## src/rtl/sps_pkg.sv

```systemverilog
package sps_pkg;

  localparam int unsigned DATA_W = 8;
  localparam int unsigned ADDR_W = 2 * DATA_W;

  localparam logic [DATA_W-1:0] OPC_XCHG = 8'hE3;
  localparam logic [DATA_W-1:0] OPC_SPLD = 8'hF9;
  localparam logic [DATA_W-1:0] OPC_PIN  = 8'hDB;
  localparam logic [DATA_W-1:0] OPC_POUT = 8'hD3;

  localparam int unsigned XCHG_STATES = 18;
  localparam int unsigned SPLD_STATES = 5;
  localparam int unsigned PORT_STATES = 10;

  localparam int unsigned XCHG_RD_LO = 6;
  localparam int unsigned XCHG_RD_HI = 9;
  localparam int unsigned XCHG_WR_HI = 12;
  localparam int unsigned XCHG_WR_LO = 16;
  localparam int unsigned PORT_ACC   = 9;

  localparam int unsigned CNT_W = $clog2(XCHG_STATES + 1);

  typedef enum logic [2:0] {
    K_NONE = 3'd0,
    K_XCHG = 3'd1,
    K_SPLD = 3'd2,
    K_PIN  = 3'd3,
    K_POUT = 3'd4
  } op_kind_t;

  function automatic op_kind_t decode_op(input logic [DATA_W-1:0] opc);
    op_kind_t k;
    case (opc)
      OPC_XCHG: k = K_XCHG;
      OPC_SPLD: k = K_SPLD;
      OPC_PIN:  k = K_PIN;
      OPC_POUT: k = K_POUT;
      default:  k = K_NONE;
    endcase
    return k;
  endfunction

  function automatic logic [CNT_W-1:0] last_state(input op_kind_t k);
    logic [CNT_W-1:0] n;
    case (k)
      K_XCHG:        n = CNT_W'(XCHG_STATES);
      K_SPLD:        n = CNT_W'(SPLD_STATES);
      K_PIN, K_POUT: n = CNT_W'(PORT_STATES);
      default:       n = CNT_W'(1);
    endcase
    return n;
  endfunction

endpackage

```

## src/rtl/sps_rst_sync.sv

```systemverilog
module sps_rst_sync #(
  parameter int unsigned STAGES = 2
) (
  input  logic clk,
  input  logic rst_n,
  output logic rst_sync_n
);

  logic [STAGES-1:0] shift_q;

  always_ff @(posedge clk or negedge rst_n) begin
    if (!rst_n) begin
      shift_q <= '0;
    end else begin
      shift_q <= {shift_q[STAGES-2:0], 1'b1};
    end
  end

  assign rst_sync_n = shift_q[STAGES-1];

endmodule

```

## src/rtl/sps_sequencer.sv

```systemverilog
module sps_sequencer
  import sps_pkg::*;
(
  input  logic                  clk,
  input  logic                  rst_n,
  input  logic                  start,
  input  logic [DATA_W-1:0]     opcode,
  input  logic [DATA_W-1:0]     port_num,
  output logic                  busy,
  output logic                  done,
  output op_kind_t              op,
  output logic [CNT_W-1:0]      cnt,
  output logic [DATA_W-1:0]     port_q
);

  logic              busy_q, busy_d;
  op_kind_t          op_q, op_d;
  logic [CNT_W-1:0]  cnt_q, cnt_d;
  logic [DATA_W-1:0] port_d;
  op_kind_t          req_kind;
  logic              accept;
  logic              at_last;

  assign req_kind = decode_op(opcode);
  assign accept   = !busy_q && start && (req_kind != K_NONE);
  assign at_last  = busy_q && (cnt_q == last_state(op_q));

  always_comb begin
    busy_d = busy_q;
    op_d   = op_q;
    cnt_d  = cnt_q;
    port_d = port_q;
    if (accept) begin
      busy_d = 1'b1;
      op_d   = req_kind;
      cnt_d  = CNT_W'(1);
      port_d = port_num;
    end else if (at_last) begin
      busy_d = 1'b0;
      op_d   = K_NONE;
      cnt_d  = '0;
    end else if (busy_q) begin
      cnt_d  = cnt_q + CNT_W'(1);
    end
  end

  always_ff @(posedge clk or negedge rst_n) begin
    if (!rst_n) begin
      busy_q <= 1'b0;
      op_q   <= K_NONE;
      cnt_q  <= '0;
      port_q <= '0;
    end else begin
      busy_q <= busy_d;
      op_q   <= op_d;
      cnt_q  <= cnt_d;
      port_q <= port_d;
    end
  end

  assign busy = busy_q;
  assign done = at_last;
  assign op   = op_q;
  assign cnt  = cnt_q;

endmodule

```

## src/rtl/sps_bus_plan.sv

```systemverilog
module sps_bus_plan
  import sps_pkg::*;
(
  input  op_kind_t              op,
  input  logic [CNT_W-1:0]      cnt,
  input  logic                  done,
  input  logic [DATA_W-1:0]     port_q,
  input  logic [DATA_W-1:0]     a_q,
  input  logic [DATA_W-1:0]     h_q,
  input  logic [DATA_W-1:0]     l_q,
  input  logic [ADDR_W-1:0]     sp_q,
  output logic [ADDR_W-1:0]     mem_addr,
  output logic [DATA_W-1:0]     mem_wdata,
  output logic                  mem_rd,
  output logic                  mem_wr,
  output logic                  io_sel,
  output logic                  ld_tlo,
  output logic                  ld_thi,
  output logic                  ld_h,
  output logic                  ld_l,
  output logic                  ld_a,
  output logic                  ld_sp
);

  logic [ADDR_W-1:0] sp_inc;
  logic              s_rd_lo, s_rd_hi, s_wr_hi, s_wr_lo, s_port;

  // Adder width equals the address width, so FFFFh + 1 wraps to 0000h.
  assign sp_inc = sp_q + ADDR_W'(1);

  assign s_rd_lo = (cnt == CNT_W'(XCHG_RD_LO));
  assign s_rd_hi = (cnt == CNT_W'(XCHG_RD_HI));
  assign s_wr_hi = (cnt == CNT_W'(XCHG_WR_HI));
  assign s_wr_lo = (cnt == CNT_W'(XCHG_WR_LO));
  assign s_port  = (cnt == CNT_W'(PORT_ACC));

  always_comb begin
    mem_addr  = '0;
    mem_wdata = '0;
    mem_rd    = 1'b0;
    mem_wr    = 1'b0;
    io_sel    = 1'b0;
    ld_tlo    = 1'b0;
    ld_thi    = 1'b0;
    ld_h      = 1'b0;
    ld_l      = 1'b0;
    ld_a      = 1'b0;
    ld_sp     = 1'b0;
    case (op)
      K_XCHG: begin
        if (s_rd_lo) begin
          mem_addr = sp_q;
          mem_rd   = 1'b1;
          ld_tlo   = 1'b1;
        end else if (s_rd_hi) begin
          mem_addr = sp_inc;
          mem_rd   = 1'b1;
          ld_thi   = 1'b1;
        end else if (s_wr_hi) begin
          mem_addr  = sp_inc;
          mem_wdata = h_q;
          mem_wr    = 1'b1;
          ld_h      = 1'b1;
        end else if (s_wr_lo) begin
          mem_addr  = sp_q;
          mem_wdata = l_q;
          mem_wr    = 1'b1;
          ld_l      = 1'b1;
        end
      end
      K_SPLD: begin
        ld_sp = done;
      end
      K_PIN: begin
        if (s_port) begin
          mem_addr = {port_q, port_q};
          mem_rd   = 1'b1;
          io_sel   = 1'b1;
          ld_a     = 1'b1;
        end
      end
      K_POUT: begin
        if (s_port) begin
          mem_addr  = {port_q, port_q};
          mem_wdata = a_q;
          mem_wr    = 1'b1;
          io_sel    = 1'b1;
        end
      end
      default: begin
      end
    endcase
  end

endmodule

```

## src/rtl/sps_regs.sv

```systemverilog
module sps_regs
  import sps_pkg::*;
(
  input  logic              clk,
  input  logic              rst_n,
  input  logic [DATA_W-1:0] mem_rdata,
  input  logic              ld_tlo,
  input  logic              ld_thi,
  input  logic              ld_h,
  input  logic              ld_l,
  input  logic              ld_a,
  input  logic              ld_sp,
  output logic [DATA_W-1:0] a_q,
  output logic [DATA_W-1:0] h_q,
  output logic [DATA_W-1:0] l_q,
  output logic [ADDR_W-1:0] sp_q
);

  logic [DATA_W-1:0] tlo_q, thi_q;
  logic [DATA_W-1:0] a_d, h_d, l_d, tlo_d, thi_d;
  logic [ADDR_W-1:0] sp_d;

  always_comb begin
    a_d   = ld_a   ? mem_rdata : a_q;
    tlo_d = ld_tlo ? mem_rdata : tlo_q;
    thi_d = ld_thi ? mem_rdata : thi_q;
    h_d   = ld_h   ? thi_q     : h_q;
    l_d   = ld_l   ? tlo_q     : l_q;
    sp_d  = ld_sp  ? {h_q, l_q} : sp_q;
  end

  always_ff @(posedge clk or negedge rst_n) begin
    if (!rst_n) begin
      a_q   <= '0;
      h_q   <= '0;
      l_q   <= '0;
      sp_q  <= '0;
      tlo_q <= '0;
      thi_q <= '0;
    end else begin
      a_q   <= a_d;
      h_q   <= h_d;
      l_q   <= l_d;
      sp_q  <= sp_d;
      tlo_q <= tlo_d;
      thi_q <= thi_d;
    end
  end

endmodule

```

## src/rtl/stack_port_seq.sv

```systemverilog
module stack_port_seq
  import sps_pkg::*;
(
  input  logic        clk,
  input  logic        rst_n,
  input  logic        start,
  input  logic [7:0]  opcode,
  input  logic [7:0]  port_num,
  input  logic [7:0]  mem_rdata,
  output logic        busy,
  output logic        done,
  output logic [15:0] mem_addr,
  output logic [7:0]  mem_wdata,
  output logic        mem_rd,
  output logic        mem_wr,
  output logic        io_sel,
  output logic [7:0]  a_q,
  output logic [7:0]  h_q,
  output logic [7:0]  l_q,
  output logic [15:0] sp_q
);

  logic              rst_sync_n;
  op_kind_t          op;
  logic [CNT_W-1:0]  cnt;
  logic [DATA_W-1:0] port_q;
  logic              ld_tlo, ld_thi, ld_h, ld_l, ld_a, ld_sp;

  sps_rst_sync #(.STAGES(2)) i_rst_sync (
    .clk        (clk),
    .rst_n      (rst_n),
    .rst_sync_n (rst_sync_n)
  );

  sps_sequencer i_seq (
    .clk      (clk),
    .rst_n    (rst_sync_n),
    .start    (start),
    .opcode   (opcode),
    .port_num (port_num),
    .busy     (busy),
    .done     (done),
    .op       (op),
    .cnt      (cnt),
    .port_q   (port_q)
  );

  sps_bus_plan i_plan (
    .op        (op),
    .cnt       (cnt),
    .done      (done),
    .port_q    (port_q),
    .a_q       (a_q),
    .h_q       (h_q),
    .l_q       (l_q),
    .sp_q      (sp_q),
    .mem_addr  (mem_addr),
    .mem_wdata (mem_wdata),
    .mem_rd    (mem_rd),
    .mem_wr    (mem_wr),
    .io_sel    (io_sel),
    .ld_tlo    (ld_tlo),
    .ld_thi    (ld_thi),
    .ld_h      (ld_h),
    .ld_l      (ld_l),
    .ld_a      (ld_a),
    .ld_sp     (ld_sp)
  );

  sps_regs i_regs (
    .clk       (clk),
    .rst_n     (rst_sync_n),
    .mem_rdata (mem_rdata),
    .ld_tlo    (ld_tlo),
    .ld_thi    (ld_thi),
    .ld_h      (ld_h),
    .ld_l      (ld_l),
    .ld_a      (ld_a),
    .ld_sp     (ld_sp),
    .a_q       (a_q),
    .h_q       (h_q),
    .l_q       (l_q),
    .sp_q      (sp_q)
  );

endmodule

```

## config.mk

```make
export PLATFORM = sky130hd
export DESIGN_NAME = stack_port_seq
export DESIGN_NICKNAME = d
export VERILOG_FILES = /design/src/rtl/sps_pkg.sv /design/src/rtl/sps_rst_sync.sv /design/src/rtl/sps_sequencer.sv /design/src/rtl/sps_bus_plan.sv /design/src/rtl/sps_regs.sv /design/src/rtl/stack_port_seq.sv
export SDC_FILE = /design/constraint.sdc
export NUM_CORES = 1
export LEC_CHECK = 0
export BUFFER_PORTS_ARGS = -buffer_cell sky130_fd_sc_hd__buf_4
export CORE_UTILIZATION = 55
export CTS_CLUSTER_SIZE = 12
export DETAILED_ROUTE_END_ITERATION = 6
export GPL_ROUTABILITY_DRIVEN = 0
export GPL_TIMING_DRIVEN = 0
export PLACE_DENSITY = 0.81
export SYNTH_ARGS = -nofsm -noshare
export SYNTH_HDL_FRONTEND = slang
export SYNTH_SLANG_ARGS = --single-unit
export TNS_END_PERCENT = 5
```

## constraint.sdc

```tcl
create_clock -name clk -period 3.1 [get_ports clk]
set_clock_uncertainty 0.2 [all_clocks]
set_input_delay 0.31 -clock clk [delete_from_list [all_inputs] [get_ports clk]]
set_output_delay 0.31 -clock clk [all_outputs]
set_load 0.01 [all_outputs]
```

==> results of run 1 <==
## power groups by stage
stage	Sequential, mW	Combinational [mW]	Clock [mW]
floorplan	1.09	0.243	0
global placement	1.11	0.328	0
detailed placement	1.11	0.346	0
CTS	1.10	0.366	0.718
global route	1.08	0.480	0.762
finish	1.07	0.441	0.715
## critical path, delay by kind of cell (launching register included)
kind / cells / cell delay (ns)
simple gates: 4 / 1.33
flops: 1 / 0.40
buf+inv: 2 / 0.30
compound gates: 1 / 0.14
## state kept, by name, indices dropped and copies added, names as in the netlist
name,cells
i_regs.l_q,8
i_seq.cnt,5
i_regs.a_q,8
i_regs.tlo_q,8
i_rst_sync.shift_q,2
i_regs.thi_q,8
i_seq.port_q,8
i_seq.busy,1
i_seq.op,3
i_regs.h_q,8
i_regs.sp_q,16
## path summary, 6_finish.rpt
| path | start | to | slack (ns) |
|---|---|---|---|
| max in group asynchronous | i_rst_sync.shift_q[1]$_DFF_PN0_ | i_regs.sp_q[3]$_DFFE_PN0P_ | 1.78 |
| worst max register to register | i_seq.op[2]$_DFFE_PN0P_ | i_regs.sp_q[4]$_DFFE_PN0P_ | 0.43 |
| worst min register to register | i_rst_sync.shift_q[0]$_DFF_PN0_ | i_rst_sync.shift_q[1]$_DFF_PN0_ | 0.15 |
| worst max-delay path | i_regs.sp_q[2]$_DFFE_PN0P_ | mem_addr[15] | 0.07 |
| min in group asynchronous | rst_n | i_rst_sync.shift_q[1]$_DFF_PN0_ | 0.06 |
| worst min-delay path | mem_rdata[3] | i_regs.thi_q[3]$_DFFE_PN0P_ | 0.005 |
## cell usage after synthesis (6+ instances only)
master,instances
and3_1,6
a31oi_1,10
nand3_1,13
a22oi_1,10
a211oi_1,6
nand3b_1,6
mux2_4,10
a21oi_1,18
clkbuf_1,20
nor3_1,9
mux2_2,54
nand2_1,40
dfrtp_1,75
o21ai_0,44
nor2_1,23
## layer usage
metal	vias to the layer above	wire length, um	GRT usage (%)	share of wire [%]
met1	2011	5159	41.09	40
met4	0	595	12.70	4.6
met3	76	1237	7.789	9.5
li1	1883	-	-	-
met5	-	0	0	0
met2	273	6042	51.94	46
## per-stage QoR
step,util [%],setup WS [ns]
floorplan,-,0.3846
global placement,67.91,-0.1019
detailed placement,67.96,-0.1186
CTS,73.83,-0.03408
global route,75.02,-0.04127
finish,75.02,0.06723
## layout by cell type (no fill, tap or decap), drive strengths merged, types with 4 or more instances in the layout
master	n
buf	115
dfrtp	75
mux2	64
o21ai	44
nand2	40
clkbuf	26
nor2	23
a21oi	20
dlygate4sd3	16
nand3	13
a31oi	10
a22oi	10
nor3	9
inv	8
nand3b	6
and3	6
a211oi	6
ha	5
a221oi	4
o21a	4
nor4	4
## layout make-up
type / instances / share of cell area, %
buffer: 28 / 2.892
clock buffer: 9 / 2.137
clock inverter: 7 / 0.9929
inverter: 5 / 0.3238
multi-input combinational: 325 / 42.63
sequential: 75 / 32.59
tap: 102 / 2.202
timing repair buffer: 120 / 16.23
## timing repair
action                                  in CTS  in global routing
endpoints found under the setup margin      27                 25
setup buffers                                6                  4
resized for setup                           23                 31
hold buffers                                15                  1
endpoints found under the hold margin       23                  2
pin swaps                                    2                  3
## kinds of logic (layout without fill, tap and decap cells)
logic type	Yosys count	after routing
multiplexers	66	66
XOR/XNOR	5	5
adder cells (fa/ha/maj)	5	5
buffers and inverters	35	169
flip-flops	75	75
AND/OR/NAND/NOR	131	131
other	1	1
AO/OA/AOI/OAI	117	117
==> summary.md, run 1 <==
| Metric | Value |
|---|---|
| Status | `completed` |
| Setup violators final | `0` |
| Area share of and/or/nand/nor cells after synthesis | `between 10% and 20%` |
| Worst setup path class | `reg -> out` |
| YS warnings | `0` |
| Clock tree buffer depth | `2` |
| Dominant cell type by area after synthesis | `dfrtp_1` |
| Clk pwr share | `roughly a third` |
| CP Cell Sequence | `buf_6, nand3_4, nor4_4, a21oi_1, or4b_2, nand3_1, buf_4` |
| Placed Area | `5251 um2` |
| Part of the power in combinational logic | `about a fifth` |
| Setup tns final | `0 ns` |
| Min Tclk post-route | `approximately 3.0 ns` |
| Final period utilization | `between 90% and 100%` |
| Crit path launch type | `flop` |
| Hold WS | `roughly 0.0052 ns` |
| Die height | `approximately 92 um` |
| Final WL | `13.03 mm` |
| Count of nets after finishing | `roughly 600` |
| Internal power | `around 1.5 mW` |
| Vias in the first global route | `about 4,200` |
| Detailed placer's ending HPWL | `~8.6 mm` |
| 1st-iter DRT viols | `514` |
| Switching part of the total | `about a third` |
| Cell Count, Final, Fillers Out | `671` |
| Largest net degree at the start of global routing | `74` |
| Area growth from synthesis to layout | `31.32%` |
| Asr flop ratio synth | `100.0%` |
| Post-Synth XOR/XNOR Area | `0.9921%` |
| Clock-pin transition on the worst setup and hold timing paths | `0.09 ns` |
| Worst slew pin tran | `~0.92 ns` |
| FP Rows | `32` |
| Average wire per standard cell | `slightly below 20 um` |
| H-tree lvl count | `3` |
| Crit path DAT | `2.52 ns` |
| First-pass GRT wire length | `approximately 21 mm` |
| Share of post-route cells with drive strength above 1 | `between 40% and 50%` |
| Skew-Pair Late Insertion Delay | `approximately 0.36 ns` |
| First-pass iteration count of the detailed router | `7` |
| Grt total ovfl | `0` |
| Mux cell area share after synthesis | `between 10% and 20%` |
| Antenna violations before repair | `0` |
| Total area of sequential cells | `1889 um2` |
| Slowest CP cell | `or4b_2` |
| PwrDens | `between 300 and 400 nW/um2` |
| Area of the multi-input gates | `about 2500 um2` |
| Sequential share of power | `48.2%` |
| Die Area | `approximately 8400 um2` |
| Sw Pwr | `between 0.7 and 0.8 mW` |
| HP Class | `in -> reg` |
| Antenna diode instance count | `0` |
| Post-Synthesis Cells | `around 440` |
| Peak VDD IR | `between 400 and 500 uV` |
| Crit path largest cell delay | `0.66 ns` |
| Vias per cell | `6.323` |
| Starting Density | `between 50% and 60%` |
| GR Util All Layers | `between 30% and 40%` |
| Total of max-cap violations | `0` |
| TritonCTS clock tree | `done` |
| Placed Cells | `631` |
| Core Area | `between 7000 and 8000 um2` |
| Critical path fanouts, max | `9` |
| Share of the yosys chip area belonging to registers | `42.52%` |
| Number of I/O port buffers | `between 90 and 100` |
| CP Capture Type | `primary output` |
| Post-synth EDFFs | `0` |
| Worst Hold Depth | `2` |
| Synth top area share | `42.52%` |
| Fmax | `329.7 MHz` |
| Largest family of logic cells by synthesized area | `multiplexers` |
| R2R cell count | `8` |
| Adder-cell share of the synthesized area | `under 10%` |
| Cts bufs inserted | `9` |
| Post-route ant nets | `0` |
| Leak | `2.697 nW` |
| Io pins | `96` |
| Final Hold Fails | `0` |
| Synth Flop Type | `dfrtp_1` |
| Slew HR | `38.73%` |
| Synthesized net count | `467` |
| Yosys reg bits | `75` |
| DRC viols | `0` |
| Fillers | `529` |
| Avg Inst Size Synth | `10.15 um2` |
| Design area | `between 5000 and 6000 um2` |
| Synth Area in Compound Gates | `between 10% and 20%` |
| DR vias | `around 4,200` |
| Cell variety after synth | `64` |
| Post-Syn Area | `about 4400 um2` |
| CTS Root Cell | `clkbuf_8` |
| Slew Viols, Final | `0` |
| WP data required | `2.59 ns` |
| Die Wd | `91.59 um` |
| CTS sink cnt | `75` |
| Total Power | `2.231 mW` |
| Area contributors post-synth | `dfrtp_1 43%, mux2_2 14%, o21ai_0 5.0%, mux2_4 3.4%, nand2_1 3.4%` |
No activity file was read; power rests on OpenSTA's default activity.
==> run 2: changes to the inputs <==
--- a/config.mk
+++ b/config.mk
@@ -6,12 +6,14 @@
 export NUM_CORES = 1
 export LEC_CHECK = 0
 export BUFFER_PORTS_ARGS = -buffer_cell sky130_fd_sc_hd__buf_4
-export CORE_UTILIZATION = 55
+export CELL_PAD_IN_SITES_DETAIL_PLACEMENT = 0
+export CELL_PAD_IN_SITES_GLOBAL_PLACEMENT = 1
+export CORE_UTILIZATION = 40
 export CTS_CLUSTER_SIZE = 12
 export DETAILED_ROUTE_END_ITERATION = 6
 export GPL_ROUTABILITY_DRIVEN = 0
 export GPL_TIMING_DRIVEN = 0
-export PLACE_DENSITY = 0.81
+export PLACE_DENSITY_LB_ADDON = 0.1
 export SYNTH_ARGS = -nofsm -noshare
 export SYNTH_HDL_FRONTEND = slang
 export SYNTH_SLANG_ARGS = --single-unit
==> run 2 against run 1 <==
Count of clock-buffer cells in the layout up 1. Flip-flop and latch count unchanged. Final cell count up 4.9%. Sequential share of layout area down 0.34 points. Non-clock buffer count down 1. Total power down 3.3%. Register-to-register slack worse by 0.04 ns. Wire length up 2.3%. Die area up 37%. Via count down 5.4%. Maximum frequency down 1.2%. Utilization down 19 points. Largest cell class unchanged.
==> summary.md, run 2 (synthesized netlist as in run 1, its figures left out) <==
| Metric | Value |
|---|---|
| Setup violators final | `0` |
| Fmax | `between 300 and 400 MHz` |
| DRC viols | `0` |
| Io pins | `96` |
| Unrepaired setup endpoints after global routing | `true` |
| Average wire per standard cell | `roughly 19 um` |
| HP Class | `reg -> async` |
| Cts bufs inserted | `9` |
| Cell Count, Final, Fillers Out | `a little over 700` |
| Die Wd | `107.1 um` |
| H-tree lvl count | `3` |
| PwrDens | `around 370 nW/um2` |
| Internal power | `1.493 mW` |
| Vias per cell | `~5.7` |
| Placed Cells | `between 600 and 700` |
| Crit path DAT | `between 2 and 3 ns` |
| 1st-iter DRT viols | `246` |
| Worst setup path class | `reg -> out` |
| DR vias | `around 4,000` |
| Final Hold Fails | `0` |
| Grt total ovfl | `0` |
| CTS Root Cell | `clkbuf_8` |
| Slew HR | `between 30% and 40%` |
| Sw Pwr | `roughly 0.66 mW` |
| Worst slew pin tran | `roughly 0.96 ns` |
| Clock-pin transition on the worst setup and hold timing paths | `roughly 0.090 ns` |
| Final core occ | `55.67%` |
| TritonCTS clock tree | `done` |
| Sequential share of power | `approximately 50%` |
| Number of flip-flops in the largest register | `16` |
| Slew Viols, Final | `0` |
| Die height | `107.1 um` |
| Total Power | `around 2.2 mW` |
| CP Capture Type | `primary output` |
| Switching part of the total | `between 30% and 40%` |
| Antenna violations before repair | `0` |
| Core Area | `approximately 11,000 um2` |
| CTS sink cnt | `between 70 and 80` |
| Detailed placer's ending HPWL | `9.399 mm` |
| Commonest non-fill, non-tap cell in the layout | `buf_4` |
| Critical path fanouts, max | `10` |
| Part of the power in combinational logic | `18.5%` |
| Antenna diode instance count | `0` |
| First-pass iteration count of the detailed router | `5` |
| Clk pwr share | `31.3%` |
| Vias in the first global route | `~3,800` |
| Crit path launch type | `flop` |
| Fillers | `roughly 960` |
| Leak | `2.707 nW` |
| Die Area | `between 10,000 and 15,000 um2` |
| Number of I/O port buffers | `94` |
| Peak VDD IR | `approximately 370 uV` |
| Clock tree buffer depth | `2` |
| Post-route ant nets | `0` |
| WP data required | `roughly 2.6 ns` |
| Starting Density | `between 40% and 50%` |
| Most frequent cells in the layout | `105 x buf_4, 69 x dfrtp_1, 54 x mux2_2` |
| Final period utilization | `just under 100%` |
| Largest reg by FF count | `i_regs.sp_q` |
| GR Util All Layers | `between 20% and 30%` |
| Min Tclk post-route | `3.069 ns` |
| FP Rows | `37` |
| First-pass GRT wire length | `~21 mm` |
| Share of post-route cells with drive strength above 1 | `between 40% and 50%` |
| Final WL | `approximately 13 mm` |
| Largest net degree at the start of global routing | `57` |
| Area growth from synthesis to layout | `32.54%` |
| Status | `completed` |
| Count of nets after finishing | `between 500 and 600` |
| Skew-Pair Late Insertion Delay | `approximately 0.35 ns` |
| Total of max-cap violations | `0` |
==> run 2: cell types whose count changed in the layout (fill, tap and decap cells not counted), sizes merged <==
cell	before	now
buf	115	116
dlygate4sd3	16	15
clkinvlp	2	1
inv	8	6
clkinv	2	4
==> run 2: power by group through the flow <==
stage | clock network [mW] | registers, mW | logic, mW
floorplan | 0 | 1.09 | 0.243
global placement | 0 | 1.11 | 0.342
detailed placement | 0 | 1.10 | 0.365
CTS | 0.689 | 1.08 | 0.385
global route | 0.733 | 1.09 | 0.443
finish | 0.676 | 1.08 | 0.399
==> run 2: per-stage QoR <==
step                TNS (ns)  hold slack, ns  setup slack, ns  instance area, um2
floorplan                  0         -0.1856           0.3846                4414
finish                     0         0.01312          0.03069                5851
detailed placement   -0.4656         -0.1043          -0.1600                5321
CTS                  -0.1098        0.006781         -0.07574                5747
global route        -0.07082        0.008062         -0.02321                5851
global placement      -13.68         -0.1074          -0.1814                5290
==> run 2: layer usage <==
metal  part of all wire (%)  wire [um]  vias up  GRT usage, %
met5                      0          0        -             0
met4                    1.1        144        0         7.534
met3                    7.1        948       13         3.404
met2                     46       6128      167         37.24
met1                     46       6113     1949         35.02
li1                       -          -     1884             -
==> run 2: critical path, cell delays in order (launching register included) <==
cell	delay, ns
dfrtp_1	0.42
buf_2	0.21
or3b_2	0.57
a21oi_2	0.15
or4b_2	0.61
nand3_1	0.12
buf_4	0.12
==> run 2: area by class of cell <==
type | count | area, um2 | area share [%]
flip-flops and latches | 75 | 1887 | 32.25
plain buffers | 28 | 163.9 | 2.802
repair buffers | 119 | 950.9 | 16.25
well taps | 136 | 170.2 | 2.908
clock buffers | 10 | 127.6 | 2.181
multi-input cells | 325 | 2492 | 42.60
inverters | 5 | 18.77 | 0.3208
clock inverters | 6 | 40.04 | 0.6843
==> run 2: path summary, 6_finish.rpt <==
check                                                 from                           to  slack (ns)  depth (start not counted)
setup / recovery                   i_seq.op[2]$_DFFE_PN0P_                 mem_addr[15]        0.03                          6
hold / removal             i_rst_sync.shift_q[1]$_DFF_PN0_     i_seq.cnt[4]$_DFFE_PN0P_        0.01                          0
setup reg to reg                   i_seq.op[2]$_DFFE_PN0P_    i_regs.h_q[7]$_DFFE_PN0P_        0.39                          4
hold reg to reg            i_rst_sync.shift_q[1]$_DFF_PN0_     i_seq.cnt[4]$_DFFE_PN0P_        0.01                          0
max in group asynchronous  i_rst_sync.shift_q[1]$_DFF_PN0_   i_regs.sp_q[0]$_DFFE_PN0P_        2.12                          1
min in group clk                               port_num[0]  i_seq.port_q[0]$_DFFE_PN0P_        0.02                          2
==> run 2: timing repair <==
action	CTS	global route
buffers inserted	6	3
pin swaps	3	2
resized for setup	20	33
hold endpoints to repair	17	0
setup endpoints to repair	27	25
hold buffers	15	0
